[src/rtl/smb_pkg.sv]
package smb_pkg;
    typedef enum logic [2:0] {
        ST_IDLE, ST_RX, ST_ACK, ST_TX, ST_MACK, ST_WAIT
    } xfer_st_e;

    typedef enum logic [1:0] {
        MD_NONE, MD_WR, MD_RD, MD_NTF
    } xfer_md_e;

    localparam logic [6:0] NOTIFY_TGT   = 7'h08;
    localparam logic [6:0] DEF_SLV_ADDR = 7'h44;
endpackage

[src/rtl/smb_line_mon.sv]
module smb_line_mon #(
    parameter int SYNC_STAGES = 2,
    parameter int IDLE_TO_CYC = 5000
) (
    input  logic clk,
    input  logic rst_n,
    input  logic scl_i,
    input  logic sda_i,
    output logic scl_s,
    output logic sda_s,
    output logic scl_rise,
    output logic scl_fall,
    output logic start_det,
    output logic stop_det,
    output logic idle_to
);
    localparam int CNT_W = $clog2(IDLE_TO_CYC + 1);
    localparam logic [CNT_W-1:0] LIM    = CNT_W'(IDLE_TO_CYC);
    localparam logic [CNT_W-1:0] LIM_M1 = CNT_W'(IDLE_TO_CYC - 1);

    typedef struct packed {
        logic [SYNC_STAGES-1:0] scl_sync;
        logic [SYNC_STAGES-1:0] sda_sync;
        logic                   scl_prev;
        logic                   sda_prev;
        logic [CNT_W-1:0]       cnt;
    } mon_t;

    mon_t mon_d, mon_q;
    logic both_high;

    assign scl_s     = mon_q.scl_sync[SYNC_STAGES-1];
    assign sda_s     = mon_q.sda_sync[SYNC_STAGES-1];
    assign both_high = scl_s & sda_s;
    assign scl_rise  = scl_s & ~mon_q.scl_prev;
    assign scl_fall  = ~scl_s & mon_q.scl_prev;
    assign start_det = scl_s & mon_q.scl_prev & ~sda_s & mon_q.sda_prev;
    assign stop_det  = scl_s & mon_q.scl_prev & sda_s & ~mon_q.sda_prev;
    assign idle_to   = both_high && (mon_q.cnt == LIM_M1);

    always_comb begin
        mon_d          = mon_q;
        mon_d.scl_sync = {mon_q.scl_sync[SYNC_STAGES-2:0], scl_i};
        mon_d.sda_sync = {mon_q.sda_sync[SYNC_STAGES-2:0], sda_i};
        mon_d.scl_prev = scl_s;
        mon_d.sda_prev = sda_s;
        if (!both_high) begin
            mon_d.cnt = '0;
        end else if (mon_q.cnt != LIM) begin
            mon_d.cnt = mon_q.cnt + 1'b1;
        end
    end

    always_ff @(posedge clk or negedge rst_n) begin
        if (!rst_n) begin
            mon_q.scl_sync <= '1;
            mon_q.sda_sync <= '1;
            mon_q.scl_prev <= 1'b1;
            mon_q.sda_prev <= 1'b1;
            mon_q.cnt      <= '0;
        end else begin
            mon_q <= mon_d;
        end
    end
endmodule

[src/rtl/smb_xfer_fsm.sv]
module smb_xfer_fsm
    import smb_pkg::*;
#(
    parameter int NUM_STATE = 4
) (
    input  logic                   clk,
    input  logic                   rst_n,
    input  logic                   scl_s,
    input  logic                   sda_s,
    input  logic                   scl_rise,
    input  logic                   scl_fall,
    input  logic                   start_det,
    input  logic                   stop_det,
    input  logic                   idle_to,
    input  logic [6:0]             slv_addr,
    input  logic [8*NUM_STATE-1:0] state_bytes,
    output logic                   sda_oe,
    output logic                   ev_wr,
    output logic                   ev_rd,
    output logic                   ev_ntf,
    output logic [7:0]             cap1,
    output logic [7:0]             cap2,
    output logic [7:0]             cap3
);
    typedef struct packed {
        xfer_st_e   st;
        xfer_md_e   md;
        logic [3:0] bitcnt;
        logic [2:0] byte_idx;
        logic [7:0] shreg;
        logic       pend_cmd;
        logic [7:0] cap1;
        logic [7:0] cap2;
        logic [7:0] cap3;
        logic       ev_wr;
        logic       ev_rd;
        logic       ev_ntf;
        logic       oe;
    } fsm_t;

    fsm_t f_d, f_q;
    logic [7:0] sel_byte;
    logic       ack;

    always_comb begin
        sel_byte = 8'h00;
        for (int k = 0; k < NUM_STATE; k++) begin
            if (f_q.cap1 == 8'(k)) sel_byte = state_bytes[k*8 +: 8];
        end
    end

    always_comb begin
        f_d        = f_q;
        f_d.ev_wr  = 1'b0;
        f_d.ev_rd  = 1'b0;
        f_d.ev_ntf = 1'b0;
        ack        = 1'b0;
        case (f_q.st)
            ST_RX: begin
                if (scl_rise) begin
                    f_d.shreg  = {f_q.shreg[6:0], sda_s};
                    f_d.bitcnt = f_q.bitcnt + 4'd1;
                end
                if (scl_fall && f_q.bitcnt == 4'd8) begin
                    case (f_q.byte_idx)
                        3'd0: begin
                            if (f_q.shreg[7:1] == slv_addr) begin
                                if (!f_q.shreg[0]) begin
                                    f_d.md = MD_WR; ack = 1'b1;
                                end else if (f_q.pend_cmd) begin
                                    f_d.md = MD_RD; ack = 1'b1;
                                end
                            end else if (f_q.shreg == {NOTIFY_TGT, 1'b0}) begin
                                f_d.md = MD_NTF; ack = 1'b1;
                            end
                        end
                        3'd1: begin
                            if (f_q.md == MD_WR || f_q.md == MD_NTF) begin
                                f_d.cap1     = f_q.shreg;
                                f_d.pend_cmd = (f_q.md == MD_WR);
                                ack          = 1'b1;
                            end
                        end
                        3'd2: begin
                            if (f_q.md == MD_WR || f_q.md == MD_NTF) begin
                                f_d.cap2     = f_q.shreg;
                                f_d.ev_wr    = (f_q.md == MD_WR);
                                f_d.pend_cmd = 1'b0;
                                ack          = 1'b1;
                            end
                        end
                        3'd3: begin
                            if (f_q.md == MD_NTF) begin
                                f_d.cap3   = f_q.shreg;
                                f_d.ev_ntf = 1'b1;
                                ack        = 1'b1;
                            end
                        end
                        default: ack = 1'b0;
                    endcase
                    f_d.bitcnt = 4'd0;
                    if (ack) begin
                        f_d.st       = ST_ACK;
                        f_d.oe       = 1'b1;
                        f_d.byte_idx = f_q.byte_idx + 3'd1;
                    end else begin
                        f_d.st = ST_WAIT;
                        f_d.oe = 1'b0;
                    end
                end
            end
            ST_ACK: begin
                if (scl_fall) begin
                    f_d.bitcnt = 4'd0;
                    if (f_q.md == MD_RD) begin
                        f_d.st    = ST_TX;
                        f_d.shreg = sel_byte;
                        f_d.oe    = ~sel_byte[7];
                    end else begin
                        f_d.st = ST_RX;
                        f_d.oe = 1'b0;
                    end
                end
            end
            ST_TX: begin
                if (scl_rise) f_d.bitcnt = f_q.bitcnt + 4'd1;
                if (scl_fall) begin
                    if (f_q.bitcnt == 4'd8) begin
                        f_d.st    = ST_MACK;
                        f_d.oe    = 1'b0;
                        f_d.ev_rd = 1'b1;
                    end else begin
                        f_d.shreg = {f_q.shreg[6:0], 1'b0};
                        f_d.oe    = ~f_q.shreg[6];
                    end
                end
            end
            ST_MACK: begin
                if (scl_fall) begin
                    f_d.st       = ST_WAIT;
                    f_d.pend_cmd = 1'b0;
                end
            end
            default: f_d.oe = 1'b0;
        endcase
        if (start_det) begin
            f_d.st       = ST_RX;
            f_d.md       = MD_NONE;
            f_d.bitcnt   = 4'd0;
            f_d.byte_idx = 3'd0;
            f_d.oe       = 1'b0;
        end
        if (stop_det || idle_to) begin
            f_d.st       = ST_IDLE;
            f_d.md       = MD_NONE;
            f_d.oe       = 1'b0;
            f_d.pend_cmd = 1'b0;
        end
    end

    always_ff @(posedge clk or negedge rst_n) begin
        if (!rst_n) begin
            f_q          <= '0;
            f_q.st       <= ST_IDLE;
            f_q.md       <= MD_NONE;
        end else begin
            f_q <= f_d;
        end
    end

    assign sda_oe = f_q.oe;
    assign ev_wr  = f_q.ev_wr;
    assign ev_rd  = f_q.ev_rd;
    assign ev_ntf = f_q.ev_ntf;
    assign cap1   = f_q.cap1;
    assign cap2   = f_q.cap2;
    assign cap3   = f_q.cap3;

    // the slave moves SDA only while the synchronised SCL is low
    a_r2_sda_moves_scl_low: assert property (@(posedge clk) disable iff (!rst_n)
        (f_q.oe != $past(f_q.oe)) |-> !scl_s);

    // a bus-idle timeout returns the engine to idle
    a_r8_timeout_idle: assert property (@(posedge clk) disable iff (!rst_n)
        idle_to |=> (f_q.st == ST_IDLE));

    // a read phase starts only with a command byte pending
    a_r10_read_needs_cmd: assert property (@(posedge clk) disable iff (!rst_n)
        $rose(f_q.md == MD_RD) |-> $past(f_q.pend_cmd));
endmodule

[src/rtl/smb_slave_decoder.sv]
module smb_slave_decoder
    import smb_pkg::*;
#(
    parameter int NUM_STATE   = 4,
    parameter int IDLE_TO_CYC = 5000,
    parameter int SYNC_STAGES = 2
) (
    input  logic                   clk,
    input  logic                   rst_n,
    input  logic                   scl_i,
    input  logic                   sda_i,
    output logic                   sda_oe,
    input  logic                   host_we,
    input  logic [2:0]             host_addr,
    input  logic [7:0]             host_wdata,
    output logic [7:0]             host_rdata,
    input  logic [8*NUM_STATE-1:0] state_bytes,
    output logic                   notify_irq,
    output logic                   msg_smi
);
    typedef struct packed {
        logic [6:0] slv;
        logic [7:0] wr_data;
        logic [7:0] wr_cmd;
        logic [1:0] stat;
        logic [1:0] en;
        logic [7:0] ntf_dev;
        logic [7:0] ntf_lo;
        logic [7:0] ntf_hi;
    } regs_t;

    regs_t r_d, r_q;
    logic scl_s, sda_s, scl_rise, scl_fall, start_det, stop_det, idle_to;
    logic ev_wr, ev_rd, ev_ntf;
    logic [7:0] cap1, cap2, cap3;
    logic [1:0] clr_mask;

    smb_line_mon #(
        .SYNC_STAGES (SYNC_STAGES),
        .IDLE_TO_CYC (IDLE_TO_CYC)
    ) u_mon (
        .clk       (clk),
        .rst_n     (rst_n),
        .scl_i     (scl_i),
        .sda_i     (sda_i),
        .scl_s     (scl_s),
        .sda_s     (sda_s),
        .scl_rise  (scl_rise),
        .scl_fall  (scl_fall),
        .start_det (start_det),
        .stop_det  (stop_det),
        .idle_to   (idle_to)
    );

    smb_xfer_fsm #(
        .NUM_STATE (NUM_STATE)
    ) u_fsm (
        .clk         (clk),
        .rst_n       (rst_n),
        .scl_s       (scl_s),
        .sda_s       (sda_s),
        .scl_rise    (scl_rise),
        .scl_fall    (scl_fall),
        .start_det   (start_det),
        .stop_det    (stop_det),
        .idle_to     (idle_to),
        .slv_addr    (r_q.slv),
        .state_bytes (state_bytes),
        .sda_oe      (sda_oe),
        .ev_wr       (ev_wr),
        .ev_rd       (ev_rd),
        .ev_ntf      (ev_ntf),
        .cap1        (cap1),
        .cap2        (cap2),
        .cap3        (cap3)
    );

    always_comb begin
        r_d      = r_q;
        clr_mask = (host_we && host_addr == 3'd3) ? host_wdata[1:0] : 2'b00;
        if (host_we && host_addr == 3'd0) r_d.slv = host_wdata[6:0];
        if (host_we && host_addr == 3'd4) r_d.en  = host_wdata[1:0];
        if (ev_wr) begin
            r_d.wr_cmd  = cap1;
            r_d.wr_data = cap2;
        end
        if (ev_ntf) begin
            r_d.ntf_dev = cap1;
            r_d.ntf_lo  = cap2;
            r_d.ntf_hi  = cap3;
        end
        r_d.stat = (r_q.stat & ~clr_mask) | {ev_wr | ev_rd, ev_ntf};
    end

    always_ff @(posedge clk or negedge rst_n) begin
        if (!rst_n) begin
            r_q     <= '0;
            r_q.slv <= DEF_SLV_ADDR;
        end else begin
            r_q <= r_d;
        end
    end

    always_comb begin
        case (host_addr)
            3'd0:    host_rdata = {1'b0, r_q.slv};
            3'd1:    host_rdata = r_q.wr_data;
            3'd2:    host_rdata = r_q.wr_cmd;
            3'd3:    host_rdata = {6'b0, r_q.stat};
            3'd4:    host_rdata = {6'b0, r_q.en};
            3'd5:    host_rdata = r_q.ntf_dev;
            3'd6:    host_rdata = r_q.ntf_lo;
            default: host_rdata = r_q.ntf_hi;
        endcase
    end

    assign notify_irq = r_q.stat[0] & r_q.en[0];
    assign msg_smi    = r_q.stat[1] & r_q.en[1];

    // a completed notify sets status bit 0
    a_r5_notify_sets_flag: assert property (@(posedge clk) disable iff (!rst_n)
        ev_ntf |=> r_q.stat[0]);

    // the write data byte lands in the data register
    a_r3_write_latch: assert property (@(posedge clk) disable iff (!rst_n)
        ev_wr |=> (r_q.wr_data == $past(cap2)));

    // writing one clears status bit 0 when no notify arrives
    a_r6_w1c_clears: assert property (@(posedge clk) disable iff (!rst_n)
        (host_we && host_addr == 3'd3 && host_wdata[0] && !ev_ntf) |=> !r_q.stat[0]);
endmodule

[config.mk]
export PLATFORM = sky130hd
export DESIGN_NAME = smb_slave_decoder
export DESIGN_NICKNAME = d
export VERILOG_FILES = /design/src/rtl/smb_pkg.sv /design/src/rtl/smb_line_mon.sv /design/src/rtl/smb_xfer_fsm.sv /design/src/rtl/smb_slave_decoder.sv
export SDC_FILE = /design/constraint.sdc
export NUM_CORES = 1
export LEC_CHECK = 0
export BUFFER_PORTS_ARGS = -buffer_cell sky130_fd_sc_hd__buf_2
export CORE_MARGIN = 3
export CORE_UTILIZATION = 35
export CTS_BUF_LIST = sky130_fd_sc_hd__clkbuf_8
export CTS_CLUSTER_DIAMETER = 60
export CTS_CLUSTER_SIZE = 25
export DETAILED_ROUTE_END_ITERATION = 7
export GPL_TIMING_DRIVEN = 0
export PLACE_DENSITY = 0.53
export SETUP_SLACK_MARGIN = 0.1
export SLEW_MARGIN = 30
export SYNTH_ARGS = -nofsm -noshare
export SYNTH_HDL_FRONTEND = slang
export SYNTH_SLANG_ARGS = --single-unit
[constraint.sdc]
create_clock -name clk -period 3 [get_ports clk]
set_clock_uncertainty 0.1 [all_clocks]
set_input_delay 0.45 -clock clk [delete_from_list [all_inputs] [get_ports clk]]
set_output_delay 0.45 -clock clk [all_outputs]
set_load 0.05 [all_outputs]
### Yosys cells after proc, flatten, opt, wreduce, memory -nomap -nowiden

Index checks and enable logic that the tools add are counted.

* $add $sub $neg: 3
* equality and inequality tests: 43
* multiplexer cells: 73
* bitwise operators: 20
* reductions and logical operators: 32

Operators with widths (number)
* $mux 8: 14
* $pmux 8 s7: 1
* $ne 4x2->1 const B: 7
* $mux 1: 26
* $mux 13: 2
* $mux 26: 1
* $mux 12: 2
* $pmux 8 s3: 1
* $mux 3: 7
* $eq 3x2->1 const B: 6
* $mux 2: 9
* $reduce_and 6->1: 3
* $eq 8x2->1 const B: 2
* $reduce_and 4->1: 4
* $reduce_bool 3->1: 5
* $add 13x1->13 const B: 1
* $eq 13x13->1 const B: 1
* $ne 13x13->1 const B: 1
* $eq 3x3->1 const B: 4
* $pmux 3 s4: 1
* $pmux 4 s3: 1
* $and 1x1->1: 10
* $eq 3x1->1 const B: 3
* $mux 9: 1
* 35 further kinds: 58

* flip-flop bits (word level): 119
* input port bits: 48
* output and inout bits: 11
* word-level logic and storage cells: 197

### Depth between registers and ports, before layout

Gate-level depths: netlist of run 1.

* depth in word-level cells: 11
* gate-level depth with buffers: 10
* gate-level depth less buffers: 8

### By module

Synthesis of run 1 repeated with hierarchy kept, for this count alone.

* cells, all modules: 545
* area, all modules: 6249.7 µm²

Modules (own cells, without submodules)
* smb_xfer_fsm: instances 1, cells each 279, area an instance 2919.0 µm²
* smb_slave_decoder: instances 1, cells each 179, area an instance 2399.8 µm²
* smb_line_mon: instances 1, cells each 87, area an instance 930.9 µm²

### Worst setup path before layout of run 1

Ideal clock, no wire load.

* path kind: input -> output
* from: input port host_addr[0]
* to: output port host_rdata[2]
* data arrival time: 2.138 ns
* required time: 2.450 ns
* slack: 0.312 ns
* stages: 5
* cells stage by stage: clkbuf_1 > clkbuf_1 > clkbuf_1 > a22oi_1 > a21oi_1

* longest elaborated chain between the ends: 2

Ends and longest elaborated chain
* start: declaration: line smb_slave_decoder.sv:14 `input logic [2:0] host_addr,`
* $eq 3x3->1 (tied with other cells): line smb_slave_decoder.sv:105 `case (host_addr)`
* $pmux 8 s7 *: line smb_slave_decoder.sv:105
* end: declaration: line smb_slave_decoder.sv:16 `output logic [7:0] host_rdata,`

Every way passes the cells marked *; elsewhere a longest branch is shown, timed or not.

### Worst setup path after layout of run 1

* from: input port host_addr[0]
* to: output port host_rdata[4]

Same word-level chain as after synthesis.

==> results of run 1 <==
==> worst reg2reg max path, stage by stage, from the launching register on <==
cell	delay [ps]
dfrtp_1	420
or4b_2	700
nor4_1	580
o221ai_1	390
nand3_1	180
o211ai_1	110
==> cells by family (layout without fill, tap and decap cells) <==
| family | after synthesis | in the layout |
|---|---|---|
| and+or+nand+nor | 158 | 158 |
| DFF | 119 | 119 |
| muxes | 107 | 107 |
| AOI/OAI and AO/OA | 66 | 66 |
| buffers and inverters | 38 | 128 |
| xor gates and xnor gates | 20 | 20 |
| adders and majority gates | 9 | 9 |
==> flip-flops by register name, summed over array words and instances, names as in the netlist <==
| name | cells |
|---|---|
| u_fsm.cap1 | 8 |
| u_fsm.cap3 | 8 |
| r_q | 51 |
| u_mon.sda_s | 1 |
| u_mon.mon_q | 15 |
| u_fsm.ev_ntf | 1 |
| u_fsm.sda_oe | 1 |
| u_mon.mon_d | 2 |
| u_fsm.f_q | 21 |
| u_fsm.ev_rd | 1 |
| u_fsm.ev_wr | 1 |
| u_mon.scl_s | 1 |
| u_fsm.cap2 | 8 |
==> repair_timing <==
item	4_1_cts	5_1_grt
endpoints found under the setup margin	0	8
hold endpoints to repair	36	0
hold buffers	3	0
resized for setup	0	4
==> Yosys cell counts (all sizes together), types with 3 or more instances <==
| cell | count | share of area |
|---|---|---|
| nand2 | 42 | 0.028 |
| a31oi | 5 | 0.0052 |
| nand3b | 6 | 0.0075 |
| nor3 | 6 | 0.0058 |
| buf | 6 | 0.0052 |
| mux2i | 12 | 0.020 |
| dfstp | 8 | 0.035 |
| nand4 | 6 | 0.0063 |
| or2 | 3 | 0.0031 |
| or3 | 4 | 0.0042 |
| xor2 | 11 | 0.016 |
| and2 | 3 | 0.0031 |
| and4 | 3 | 0.0044 |
| clkbuf | 19 | 0.012 |
| inv | 13 | 0.0081 |
| a211oi | 4 | 0.0050 |
| a221oi | 3 | 0.0044 |
| mux4 | 8 | 0.030 |
| nor2 | 37 | 0.024 |
| xnor2 | 9 | 0.013 |
| o31ai | 3 | 0.0038 |
| nor4 | 3 | 0.0031 |
| nand3 | 18 | 0.015 |
| dfrtp | 111 | 0.46 |
| nand2b | 8 | 0.0083 |
| o21ai | 13 | 0.011 |
| mux2 | 87 | 0.17 |
| ha | 9 | 0.019 |
| a22oi | 6 | 0.0075 |
| nor2b | 6 | 0.0067 |
| a21oi | 16 | 0.013 |
| and3 | 3 | 0.0031 |
==> metal layers <==
| metal | vias up | track usage | routed length [um] |
|---|---|---|---|
| li1 | 2016 | - | - |
| met1 | 2160 | 0.2198 | 6893 |
| met2 | 120 | 0.2555 | 6534 |
| met3 | 20 | 0.05221 | 641 |
| met4 | 0 | 0.04878 | 192 |
| met5 | - | 0 | 0 |
==> metrics by stage <==
stage          worst slack [ps]  instance area, um2
5_1_grt                   163.2                7012
2_1_floorplan             312.4                5995
4_1_cts                   131.6                7007
6_report                  302.8                7012
3_5_place_dp              125.4                6586
3_3_place_gp             -122.1                6540
==> area by class of cell <==
cell class,instances,area [um2]
Inverter,13,48.80
Tap cell,220,275.3
Sequential cell,119,2988
Timing Repair Buffer,58,337.8
Fill cell,1645,9689
Multi-Input combinational cell,360,2867
Buffer,25,105.1
Clock inverter,14,142.6
Clock buffer,18,247.7
==> power by group <==
part	total, W	switching [W]	internal (W)
Clock	0.00145	0.000628	0.000820
Sequential	0.00189	0.000178	0.00171
Combinational	0.000522	0.000288	0.000235
Total	0.00386	0.00109	0.00277
==> worst paths after layout <==
kind                                 end  slack (ps)  cells after the start
max in group asynchronous    u_mon.scl_s        1700                      3
min in group asynchronous        r_q[42]         370                      2
setup / recovery           host_rdata[4]         300                      6
hold reg to reg              u_mon.sda_s         260                      0
setup reg to reg           u_fsm.f_q[47]         360                      5
hold / removal                   r_q[46]         130                      2
==> cell usage in the layout, fill, tap and decap left out, types with 5 or more instances in the layout <==
| cell type | Yosys | final |
|---|---|---|
| mux4_2 | 8 | 8 |
| ha_1 | 9 | 9 |
| nand3b_1 | 6 | 6 |
| dfrtp_1 | 111 | 111 |
| mux2_4 | 7 | 7 |
| clkbuf_8 | 0 | 18 |
| nand2_1 | 39 | 39 |
| nor2_1 | 36 | 36 |
| nand4_1 | 6 | 6 |
| clkbuf_1 | 19 | 18 |
| clkinv_2 | 0 | 6 |
| mux2i_1 | 12 | 12 |
| inv_1 | 13 | 17 |
| dfstp_2 | 8 | 8 |
| nand3_1 | 18 | 18 |
| mux2_2 | 80 | 80 |
| xnor2_1 | 9 | 9 |
| a31oi_1 | 5 | 5 |
| a21oi_1 | 16 | 16 |
| buf_2 | 1 | 54 |
| nand2b_1 | 8 | 8 |
| a22oi_1 | 6 | 6 |
| nor3_1 | 5 | 5 |
| xor2_1 | 11 | 11 |
| o21ai_0 | 13 | 13 |
==> summary.txt, run 1 <==
Run status
  • Status: completed

Critical path
  • Worst Setup Path Type: in2out
  • Cell family with most CP delay: buffers and inverters
  • WP buf/inv: 3
  • CP most frequent cell: clkbuf_1
  • Crit Reg-Reg Startpoint: u_mon.mon_q[4]
  • Worst Setup End Kind: output pin
  • Max Fanout on Critical Path: 10
  • CP Cell Sequence: clkbuf_1 -> clkbuf_1 -> nor2b_2 -> a211oi_1 -> a21oi_1 -> buf_2
  • Crit path launch: host_addr[0]
  • Worst EP required: 2450 ps
  • CP max-delay cell: clkbuf_1
  • Startpoint class of the critical path: input port
  • Worst path arrival time: 2150 ps
  • Critical path's largest stage delay: 400 ps

Clock network
  • CTS clk-pin slew, worst paths: around 70 ps
  • Num CTS Buffers: 17
  • Root Driver: clkbuf_8
  • Worst skew pair latency: 440 ps
  • CTS tree: yes
  • H-tree depth: 4
  • Sink Count: ~120
  • Clk buf depth: 2
  • Setup repair bufs after CTS: 0

Floorplan
  • Placement Rows: 47
  • IO Pins: 59
  • Die Y: 136.9 um
  • Die Footprint: 18,730 um2
  • Die Wd: 136.9 um
  • Initial Utilization: 0.3589
  • Core ar.: 16,700 um2

STA
  • Setup violators final: 0
  • Setup TNS: 0 ps
  • Crit path time final: 2697 ps
  • Pins Over Slew Limit: 0
  • Unrepaired setup endpoints after global routing: no
  • Fin Hold WS: roughly 130 ps
  • Slew HR: 0.4614
  • Final Hold Vio Count: 0
  • Final period utilization: 0.8991
  • Fmax: 370.7 MHz
  • Worst-Margin Slew: 807.9 ps

Logic synthesis
  • Mapped Cells: 517
  • Syn_nets: 574
  • Yosys cell types: 60
  • Simple-Gate Fraction of Synth Area: 0.1382
  • Post-synth EDFFs: 0
  • Synth Area in XOR/XNOR: 0.02922
  • Top FF cell, synth: dfrtp_1
  • Syn Area/Cell: between 10 and 15 um2
  • Largest family of logic cells by synthesized area: multiplexers
  • Synth Cell Area: roughly 6000 um2
  • Register area share after synthesis: 0.4984
  • Mux cell area share after synthesis: 0.2179
  • Post-synthesis adder-cell area fraction: 0.01879
  • Ys async rst share: 1.000
  • Ys Warns: 0
  • Yosys reg bits: 119
  • Synth Area in Compound Gates: 0.07222

Layout
  • Non-filler cells, final: 827
  • Layout cells sized above 1: 0.3377
  • Area Growth Syn to Fin: 16.97%
  • Post-layout net count: 651
  • N_diodes: 0
  • Final core occ: 0.4198

GRT
  • GRT Resource Usage Total: 0.1640
  • Vias in the first global route: roughly 4,500
  • Initial antenna violation count: 0
  • First-pass GRT wire length: 23,290 um
  • Grt ovf: 0
  • Largest net degree at the start of global routing: 84

Worst hold path
  • Beginning of the worst hold path: host_wdata[2]
  • HP Class: in2reg

Route
  • Antenna-violating nets left: 0
  • DR WL/cell: 17.25 um
  • Initial drt markers: 140
  • WL final: 14,260 um
  • Routed via count: roughly 4,300
  • Vias per cell: 5.219
  • DR pass1 iterations: 4
  • Drt drc: 0

Placed design
  • Placed Cells: 792
  • GP Congestion: 0.8452
  • Dpl hpwl: 10,240 um
  • I/O Buffers: 54

Power
  • Cell Pwr Density: 550.9 nW/um2
  • Worst vdd ir: 0.3781 mV
  • Pleak: 3.260 nW
  • Pwr Total: 0.003863 W

Run
  • Max_cap viols: 0
No activity file was read; power rests on OpenSTA's default activity.
==> run 2: changes to the inputs <==
--- a/config.mk
+++ b/config.mk
@@ -6,6 +6,9 @@
 export NUM_CORES = 1
 export LEC_CHECK = 0
 export BUFFER_PORTS_ARGS = -buffer_cell sky130_fd_sc_hd__buf_2
+export CELL_PAD_IN_SITES_DETAIL_PLACEMENT = 1
+export CELL_PAD_IN_SITES_GLOBAL_PLACEMENT = 2
+export CORE_ASPECT_RATIO = 0.8
 export CORE_MARGIN = 3
 export CORE_UTILIZATION = 35
 export CTS_BUF_LIST = sky130_fd_sc_hd__clkbuf_8
@@ -13,7 +16,7 @@
 export CTS_CLUSTER_SIZE = 25
 export DETAILED_ROUTE_END_ITERATION = 7
 export GPL_TIMING_DRIVEN = 0
-export PLACE_DENSITY = 0.53
+export PLACE_DENSITY = 0.72
 export SETUP_SLACK_MARGIN = 0.1
 export SLEW_MARGIN = 30
 export SYNTH_ARGS = -nofsm -noshare
==> run 2 against run 1 <==
Count of clock-buffer cells in the layout fell by 1. Combinational power rose by 1%. Final area fell by 0.32%. Cell count is the same. Hold slack got worse by 8.5 ps. Critical path depth unchanged. Power is 0.78% lower. Flip-flop and latch count stayed put. First-iteration DRC count grew 59%. Utilization barely moved. Die area is essentially flat. Largest cell class unchanged.
==> summary.txt, run 2 (synthesized netlist as in run 1, its figures left out) <==
Run status
  • Status: completed

GRT
  • Vias in the first global route: 4,691
  • GRT Resource Usage Total: 0.1719
  • First-pass GRT wire length: 25,230 um
  • Grt ovf: 0
  • Largest net degree at the start of global routing: 82
  • Initial antenna violation count: 0

Route
  • Vias per cell: 5.204
  • Drt drc: 0
  • DR pass1 iterations: 4
  • WL final: 15,350 um
  • DR WL/cell: 18.56 um
  • Antenna-violating nets left: 0
  • Routed via count: between 4,000 and 5,000
  • Initial drt markers: between 200 and 250

Layout
  • Register area: approximately 3000 um2
  • Post-layout net count: 651
  • N_diodes: 0
  • Commonest non-fill, non-tap cell in the layout: dfrtp_1
  • Biggest regs: r_q x51, u_fsm.f_q x21, u_mon.mon_q x15
  • Multi-input logic area: ~2900 um2
  • Final Cell Area: 6989 um2
  • Area Growth Syn to Fin: 16.59%
  • Commonest non-fill, non-tap cells in the layout: 111 x dfrtp_1, 80 x mux2_2, 54 x buf_2, 39 x nand2_1, 36 x nor2_1
  • Largest Register: r_q
  • Final core occ: 0.4196
  • Layout filler cell count: 1,815
  • Layout cells sized above 1: 0.3427
  • Max reg flops: 51

Critical path
  • Worst EP required: 2450 ps
  • Worst Setup Path Type: in2out
  • Worst path arrival time: between 2000 and 2500 ps
  • Startpoint class of the critical path: input port
  • Worst Setup End Kind: output pin
  • Max Fanout on Critical Path: 10

Floorplan
  • Core ar.: 16,660 um2
  • Die Y: 123.1 um
  • Die Footprint: 18,740 um2
  • Placement Rows: 42
  • Die Wd: 152.3 um
  • IO Pins: 59
  • Initial Utilization: 0.3598

Clock network
  • CTS clk-pin slew, worst paths: ~90 ps
  • Num CTS Buffers: 17
  • Clk buf depth: 2
  • Root Driver: clkbuf_8
  • CTS tree: yes
  • Sink Count: 119
  • Setup repair bufs after CTS: 0
  • Worst skew pair latency: 450 ps
  • H-tree depth: 4

Placed design
  • Placed Area: 6578 um2
  • Dpl hpwl: 11,410 um
  • I/O Buffers: 54
  • GP Congestion: 0.8172

Run
  • Max_cap viols: 0

Power
  • Worst vdd ir: between 0.2 and 0.3 mV
  • Cell Pwr Density: 548.4 nW/um2
  • Pleak: 3.225 nW

STA
  • Slew HR: 0.3945
  • Fmax: 381.0 MHz
  • Fin Hold WS: between 100 and 150 ps
  • Final Hold Vio Count: 0
  • Worst-Margin Slew: 905.9 ps
  • Unrepaired setup endpoints after global routing: no
  • Crit path time final: 2625 ps
  • Pins Over Slew Limit: 0
  • Setup violators final: 0
  • Final period utilization: 0.8748
  • Setup TNS: 0 ps

Worst hold path
  • HP Class: in2reg
run 2: what timing repair did:
action,in CTS,in global routing
hold endpoints to repair,40,0
resized for setup,0,5
hold buffers,3,0
setup endpoints to repair,0,8
run 2: final cells by class:
| class | count | area share |
|---|---|---|
| multi-input combinational | 360 | 0.4085 |
| buffer | 25 | 0.01522 |
| sequential | 119 | 0.4275 |
| inverter | 13 | 0.006982 |
| tap | 220 | 0.03938 |
| clock inverter | 15 | 0.02059 |
| timing repair buffer | 58 | 0.04834 |
| clock buffer | 17 | 0.03348 |
run 2: critical path, cell delays in order:
cell and delay, ps:
clkbuf_1 270, clkbuf_2 320, nor2b_1 440, a221oi_1 150
a21oi_1 160, buf_2 290
run 2: metrics by stage:
| step | setup slack [ps] | total power [W] | std cells |
|---|---|---|---|
| floorplan | 312.4 | 0.002214 | 517 |
| global placement | -150.2 | 0.002425 | 791 |
| detailed placement | 191.7 | 0.002460 | 792 |
| CTS | 188.0 | 0.003884 | 827 |
| global route | 159.2 | 0.004056 | 827 |
| finish | 375.5 | 0.003833 | 827 |
run 2: worst paths after layout:
| check | end | cells after the start | from | slack [ps] |
|---|---|---|---|---|
| worst max-delay path | host_rdata[7] | 6 | host_addr[0] | 380 |
| worst min-delay path | r_q[46] | 2 | host_wdata[2] | 130 |
| worst max register to register | u_fsm.f_q[37] | 8 | u_fsm.f_q[40] | 420 |
| worst min register to register | u_mon.scl_s | 0 | u_mon.mon_d[18] | 260 |
| max in group asynchronous | u_mon.scl_s | 3 | rst_n | 1700 |
| min in group asynchronous | r_q[26] | 2 | rst_n | 370 |
run 2: per-layer routing:
layer,up-vias,track usage,share of wire
met5,-,0,0
met4,0,0.05671,0.013
met3,13,0.03989,0.035
met2,64,0.2725,0.46
met1,2216,0.2353,0.50
li1,2011,-,-
run 2: power by group:
part           switching (W)  internal (W)  total (W)
logic               0.000293      0.000234   0.000527
clock network       0.000741      0.000670    0.00141
registers           0.000183       0.00171    0.00189
